--- config.mk ---
export PLATFORM = sky130hd
export DESIGN_NAME = cyc_irq_timer
export DESIGN_NICKNAME = d
export VERILOG_FILES = /design/src/rtl/cyc_irq_pkg.sv /design/src/rtl/cyc_irq_decode.sv /design/src/rtl/cyc_irq_count.sv /design/src/rtl/cyc_irq_flag.sv /design/src/rtl/cyc_irq_timer.sv
export SDC_FILE = /design/constraint.sdc
export NUM_CORES = 1
export LEC_CHECK = 0
export BUFFER_PORTS_ARGS = -buffer_cell sky130_fd_sc_hd__buf_4
export CAP_MARGIN = 20
export CELL_PAD_IN_SITES_DETAIL_PLACEMENT = 0
export CELL_PAD_IN_SITES_GLOBAL_PLACEMENT = 1
export CORE_ASPECT_RATIO = 1.2
export CORE_MARGIN = 3
export CORE_UTILIZATION = 46
export DETAILED_ROUTE_END_ITERATION = 10
export PLACE_DENSITY = 0.95
export SYNTH_ARGS = -nofsm -noshare
export SYNTH_HDL_FRONTEND = slang
export SYNTH_HIERARCHICAL = 1
export SYNTH_SLANG_ARGS = --single-unit
--- constraint.sdc ---
create_clock -name clk_i -period 2.63 [get_ports clk_i]
set_input_delay 0.1315 -clock clk_i [delete_from_list [all_inputs] [get_ports clk_i]]
set_output_delay 0.1315 -clock clk_i [all_outputs]
set_load 0.01 [all_outputs]
--- src/rtl/cyc_irq_pkg.sv ---
package cyc_irq_pkg;
  typedef enum logic [1:0] {
    CMD_NONE,
    CMD_CLR,
    CMD_LO,
    CMD_HI
  } cmd_e;
endpackage

--- src/rtl/cyc_irq_decode.sv ---
module cyc_irq_decode
  import cyc_irq_pkg::*;
#(
  parameter int IDX_W   = 4,
  parameter int IDX_CLR = 13,
  parameter int IDX_LO  = 14,
  parameter int IDX_HI  = 15
) (
  input  logic             wr_en_i,
  input  logic [IDX_W-1:0] reg_idx_i,
  output cmd_e             cmd_o
);
  always_comb begin
    cmd_o = CMD_NONE;
    if (wr_en_i) begin
      if (reg_idx_i == IDX_W'(IDX_CLR))     cmd_o = CMD_CLR;
      else if (reg_idx_i == IDX_W'(IDX_LO)) cmd_o = CMD_LO;
      else if (reg_idx_i == IDX_W'(IDX_HI)) cmd_o = CMD_HI;
    end
  end
endmodule

--- src/rtl/cyc_irq_count.sv ---
module cyc_irq_count
  import cyc_irq_pkg::*;
#(
  parameter int DATA_W = 8,
  parameter int CNT_W  = 2 * DATA_W
) (
  input  logic              clk_i,
  input  logic              rst_ni,
  input  cmd_e              cmd_i,
  input  logic [DATA_W-1:0] data_i,
  input  logic              cycle_end_i,
  output logic [CNT_W-1:0]  cnt_o,
  output logic              at_max_o
);
  localparam int LO_W = DATA_W;
  localparam int HI_W = CNT_W - DATA_W;

  logic [CNT_W-1:0] cnt_q, cnt_d;

  assign at_max_o = &cnt_q;
  assign cnt_o    = cnt_q;

  // writes win over the cycle-end increment
  always_comb begin
    cnt_d = cnt_q;
    unique case (cmd_i)
      CMD_CLR: cnt_d = '0;
      CMD_LO:  cnt_d[LO_W-1:0] = data_i;
      CMD_HI:  cnt_d[CNT_W-1:LO_W] = HI_W'(data_i);
      default: if (cycle_end_i && !at_max_o) cnt_d = cnt_q + 1'b1;
    endcase
  end

  always_ff @(posedge clk_i or negedge rst_ni) begin
    if (!rst_ni) cnt_q <= '0;
    else         cnt_q <= cnt_d;
  end
endmodule

--- src/rtl/cyc_irq_flag.sv ---
module cyc_irq_flag
  import cyc_irq_pkg::*;
(
  input  logic clk_i,
  input  logic rst_ni,
  input  cmd_e cmd_i,
  input  logic at_max_i,
  output logic en_o,
  output logic irq_no
);
  logic en_q;

  always_ff @(posedge clk_i or negedge rst_ni) begin
    if (!rst_ni)                en_q <= 1'b0;
    else if (cmd_i == CMD_CLR)  en_q <= 1'b0;
    else if (cmd_i == CMD_HI)   en_q <= 1'b1;
  end

  assign en_o   = en_q;
  assign irq_no = ~(en_q & at_max_i);
endmodule

--- src/rtl/cyc_irq_timer.sv ---
module cyc_irq_timer
  import cyc_irq_pkg::*;
#(
  parameter int IDX_W   = 4,
  parameter int DATA_W  = 8,
  parameter int IDX_CLR = 13,
  parameter int IDX_LO  = 14,
  parameter int IDX_HI  = 15
) (
  input  logic              clk_i,
  input  logic              rst_ni,
  input  logic              wr_en_i,
  input  logic [IDX_W-1:0]  reg_idx_i,
  input  logic [DATA_W-1:0] wr_data_i,
  input  logic              cycle_end_i,
  output logic              irq_no
);
  localparam int CNT_W = 2 * DATA_W;

  cmd_e             cmd;
  logic [CNT_W-1:0] cnt;
  logic             at_max;
  logic             irq_en;

  cyc_irq_decode #(
    .IDX_W(IDX_W), .IDX_CLR(IDX_CLR), .IDX_LO(IDX_LO), .IDX_HI(IDX_HI)
  ) u_decode (
    .wr_en_i  (wr_en_i),
    .reg_idx_i(reg_idx_i),
    .cmd_o    (cmd)
  );

  cyc_irq_count #(.DATA_W(DATA_W), .CNT_W(CNT_W)) u_count (
    .clk_i      (clk_i),
    .rst_ni     (rst_ni),
    .cmd_i      (cmd),
    .data_i     (wr_data_i),
    .cycle_end_i(cycle_end_i),
    .cnt_o      (cnt),
    .at_max_o   (at_max)
  );

  cyc_irq_flag u_flag (
    .clk_i   (clk_i),
    .rst_ni  (rst_ni),
    .cmd_i   (cmd),
    .at_max_i(at_max),
    .en_o    (irq_en),
    .irq_no  (irq_no)
  );
endmodule

# Yosys cells after proc, flatten, opt, wreduce, memory -nomap -nowiden
# Cells that the tools add are included.
# word_totals
output_inout_bits	1
mem_bits_ro	0
ramBits	0
word_cells	31
memories	0
latch_bits	0
ff_bits	17
input_bits	16
# op_classes
div_mod_pow	0
muxes	9
n_addsub	1
bitwise	4
shifts	0
magnitude_cmp	0
reduce_logical	8
mul	0
eq_ne	6
# op_table
operator	count
case mux 8 bit (3 select lines)	2
adder 16 x 1 -> 16 bit (second input constant)	1
two-way mux 16 bit	1
AND reduction 16 bit	1
equality test 4 bit (second input constant)	3
two-way mux 2 bit	4
nonzero test 3 bit	2
equality test 2 bit (second input constant)	2
AND reduction 2 bit	2
NOT 1 bit	3
equality test 2 x 1 -> 1 bit (second input constant)	1
two-way mux 1 bit	2
nonzero test 2 bit	1
bitwise AND 1 bit	1
logical AND 1 bit	1
zero test 1 bit	1

# Longest topological paths before layout
# logic_depth
ltp_word	8
depth_mapped	9
depth_no_buf	8

# Modules after synthesis
# Netlist, hierarchy kept.
# modules_own_cells
module	n_inst	seq_area_each_um2	area_per_inst_um2	cells_each
cyc_irq_count	1	400.4	1213.7	145
cyc_irq_flag	1	25.0	43.8	3
cyc_irq_decode	1	0.0	17.5	2

# Worst setup path before layout
# OpenSTA, ideal clock, no wires.
# synth_timing
kind	reg2reg
startpoint	reg u_count.cnt_q[0], in the netlist u_count/cnt_o[0]
endpoint	reg u_count.cnt_q[5], in the netlist u_count/cnt_o[5]
path_buffers	1
stages_incl_launch_ff	7
required_time_ps	2509
setup_slack_ps	820
t_arrival_ps	1689
period_less_slack_ps	1810
setup_ps	121
cell_sequence	dfrtp_1 ha_1 nand4_4 nor4_4 o21bai_2 buf_6 a22o_1
# synth_between
elab_chain_len	5
word_cells_on_any_way	8
cone_classes	add/sub (1); mux (2); reduce/logical (5)
# synth_rtl
item	line_no	source
start: declaration	cyc_irq_count.sv:18	logic [CNT_W-1:0] cnt_q, cnt_d;
start signal: assignment	cyc_irq_count.sv:36	else cnt_q <= cnt_d;
AND reduction 16 bit	cyc_irq_count.sv:20	assign at_max_o = &cnt_q;
named net at_max	cyc_irq_timer.sv:22	logic at_max;
zero test 1 bit	cyc_irq_count.sv:30	default: if (cycle_end_i && !at_max_o) cnt_d = cnt_q + 1'b1;
logical AND 1 bit	cyc_irq_count.sv:30	
nonzero test 3 bit (no source line)	-	
AND reduction 2 bit (no source line)	-	
# The timed path passes the listed nets, and every way through them passes these cells. The select of a mux whose other input is x is not followed.
# A chain may end at the register's enable or synchronous reset.

# Worst setup path after layout
# layout_timing
startpoint	reg u_count.cnt_q[0], in the netlist u_count/cnt_o[0]
endpoint	reg u_count.cnt_q[3], in the netlist u_count/cnt_o[3]
# Same word-level chain as after synthesis.

==> metrics.cfg <==
[grt]
grt_max_degree=18
grt_antenna_before_repair=0
groute.usage.overall_pct=21.05
grt_pass1_wl_um=5437
overflow=0
first_global_vias=1174

[worst_setup_path]
cp_max_fo=14
worstSetupStartpointType=register
worst-path-buf-inv=0
cp-end-kind=register
r2r_setup_slack_ns=0.54
path_cells=ha_1 -> nand4_4 -> nor4_4 -> o21bai_2 -> a21oi_1 -> o2111ai_1
cp_top_family=simple AND/OR/NAND/NOR gates
critPathMaxStageDelay_ns=0.49
crit_type=register to register
r2r_end=u_count/cnt_o[3]$_DFFE_PN0P_
reg2reg_depth=6
arrival_ns=2.25
worstReg2RegStart=u_count/cnt_o[0]$_DFFE_PN0P_
required_ns=2.79
cp_slowest_cell=nor4_4

[floorplanning]
start_util_pct=48.99
fp-row-count=20
die_area_sq_um=3442
fp.dieH_um=63.67
die_w_um=54.06
core-area_sq_um=2603
pin_count=17

[route]
wl_per_cell_um=16.60
drt-pass1-iter-count=4
wl_um=3319
vias=1275
initialDrtViolationCount=52
via_per_inst=6.375
drc=0
final_antenna_net_count=0

[timing]
rsz0062_at_grt=false
whs_ns=0.1186
clock_skew_ns=0.006205
fin_crit_sh_pct=79.40
hold_viol_final=0
layout_min_cycle_time_ns=2.088
maxSlewHeadroom_pct=65.20
report.final.slew_viol_count=0
max_freq_ghz=0.4789
setup_viol_count_final=0
max_slew.worst_pin.slew_ns=0.5216
fin_setup_tns_ns=0

[cells_and_area]
nets=188
area_growth_pct=13.93
antenna_cells=0
drive_gt1_share_pct=17.96

[place]
gp_congestion=0.8517
dpl.hpwl_um=2494
io_buffers=16

[min_path]
hp-start=wr_data_i[0]
hold_class=input port to register
min_path_cells=3
min_to=u_count/cnt_o[8]$_DFFE_PN0P_

[logic_synthesis]
synth_top_area_cell=dfrtp_1
ys_seq_area_share_pct=33.37
yosys_most_used_dff=dfrtp_1
synth_edf_count=0
yosysWarningCount=6
synth_cells=150
syn_area_sq_um=1275
synthArstFlopShare_pct=100.0
synth_nets=170
synthDistinctLibCells=47
synth_top_cell_area_share_pct=33.37
avgSynthCellArea_sq_um=8.500
synth-seq-cells=17
synth_area_leaders=dfrtp_1 33%, nand2_1 6.5%, a21oi_1 5.1%, ha_1 3.9%, nand3_1 3.9%

[power]
finalPower_uw=789.4
leakagePower_nw=0.6232
powerDensity_nw_per_um2=543.5
peakVddDrop_v=0.0004767

[clock_network]
numClockSinks=17
cts_resized=0
ctsLongestPathBuffers=2
cts_setup_buffers=0
cts_root_buf=clkbuf_4
cts_tree=yes
clk_pin_slew_ns=0.10
htree_levels=1
cts_buffers=3
cts_hold_buf=1
insertion_delay_ns=0.29

[run_status]
outcome=finished clean

[run]
maxCapViolCount=0

-- cells in the mapped netlist (2+ instances only) --
library cell	count
dfrtp_1	17
nand4_1	6
inv_1	5
a2bb2oi_1	2
a32o_1	4
o31ai_1	2
nor2_1	10
nand3_1	10
and2_1	2
o21ai_0	6
ha_1	4
or2_2	2
and4_1	3
nor2b_1	2
or3_1	2
nand2_1	22
and3_1	3
a21oi_1	13
a31oi_1	3
clkbuf_1	3
o41ai_1	3
-- cells in the final DEF, fill, tap and decap left out, drive strengths merged, types with 2 or more instances in the layout --
master	Yosys	layout
a21oi	13	13
a2bb2oi	2	2
a31o	2	2
a31oi	3	3
a32o	4	4
and2	2	2
and3	3	3
and4	4	4
buf	2	17
clkbuf	3	4
dfrtp	17	17
ha	4	4
inv	5	5
nand2	22	22
nand3	10	10
nand4	7	7
nor2	11	11
nor2b	2	2
nor3	2	2
o21ai	7	7
o31ai	2	2
o41ai	3	3
or2	2	2
or3	2	2
-- tightest hold or removal path: stages --
cell	delay, ns
buf_4	0.12
nand2_1	0.07
a21oi_1	0.06
-- flip-flops by register name, summed over array words and instances (netlist names) --
signal and cells:
u_count/cnt_o 16, u_flag/en_o 1
-- area by class of cell --
class | instances | area [sq um]
Clock buffer | 4 | 26.28
Timing Repair Buffer | 18 | 137.6
Fill cell | 268 | 1150
Tap cell | 33 | 41.29
Multi-Input combinational cell | 123 | 803.3
Inverter | 5 | 18.77
Sequential cell | 17 | 425.4
-- how the worst max path moves through the flow --
stage	endpoint	slack [ns]	depth (start not counted)	start
6_report	u_count/cnt_o[3]$_DFFE_PN0P_	0.54	6	u_count/cnt_o[0]$_DFFE_PN0P_
5_1_grt	u_count/cnt_o[6]$_DFFE_PN0P_	0.37	6	u_count/cnt_o[0]$_DFFE_PN0P_
4_1_cts	u_count/cnt_o[3]$_DFFE_PN0P_	0.55	6	u_count/cnt_o[0]$_DFFE_PN0P_
3_5_place_dp	u_count/cnt_o[13]$_DFFE_PN0P_	0.41	8	wr_en_i
3_3_place_gp	u_count/cnt_o[13]$_DFFE_PN0P_	0.44	8	wr_en_i
2_1_floorplan	u_count/cnt_o[5]$_DFFE_PN0P_	0.82	6	u_count/cnt_o[0]$_DFFE_PN0P_
-- report_power, final --
group,internal [mW],switching [mW],total [mW]
Clock,0.0590,0.0827,0.142
Sequential,0.319,0.0824,0.402
Combinational,0.110,0.136,0.246
Total,0.489,0.301,0.789
-- per-layer routing --
layer	GRT usage, %	routed length [um]	up-vias
met4	6.854	29	0
met2	34.39	1717	39
met5	0	0	-
met1	28.24	1427	617
li1	-	-	615
met3	2.128	144	4
-- logic make-up (layout without fill, tap and decap cells) --
| kind of cell | after synthesis | after routing | share of synthesized area, % |
|---|---|---|---|
| adder cells (fa/ha/maj) | 4 | 4 | 3.926 |
| flip-flops | 17 | 17 | 33.37 |
| buffers and inverters | 10 | 27 | 3.631 |
| AND/OR/NAND/NOR | 71 | 71 | 31.80 |
| AO/OA/AOI/OAI | 47 | 47 | 26.11 |
| multiplexers | 1 | 1 | 1.177 |
-- through the flow --
stage | area (sq um) | setup slack [ns] | instances | utilization (%)
after floorplan | 1275 | 0.8205 | 150 | -
after global placement | 1416 | 0.4351 | 195 | 54.42
after detailed placement | 1416 | 0.4147 | 195 | 54.42
after CTS | 1453 | 0.5501 | 200 | 55.82
after global routing | 1453 | 0.3657 | 200 | 55.82
final | 1453 | 0.5418 | 200 | 55.82
Power figures use the tool's default switching activity.
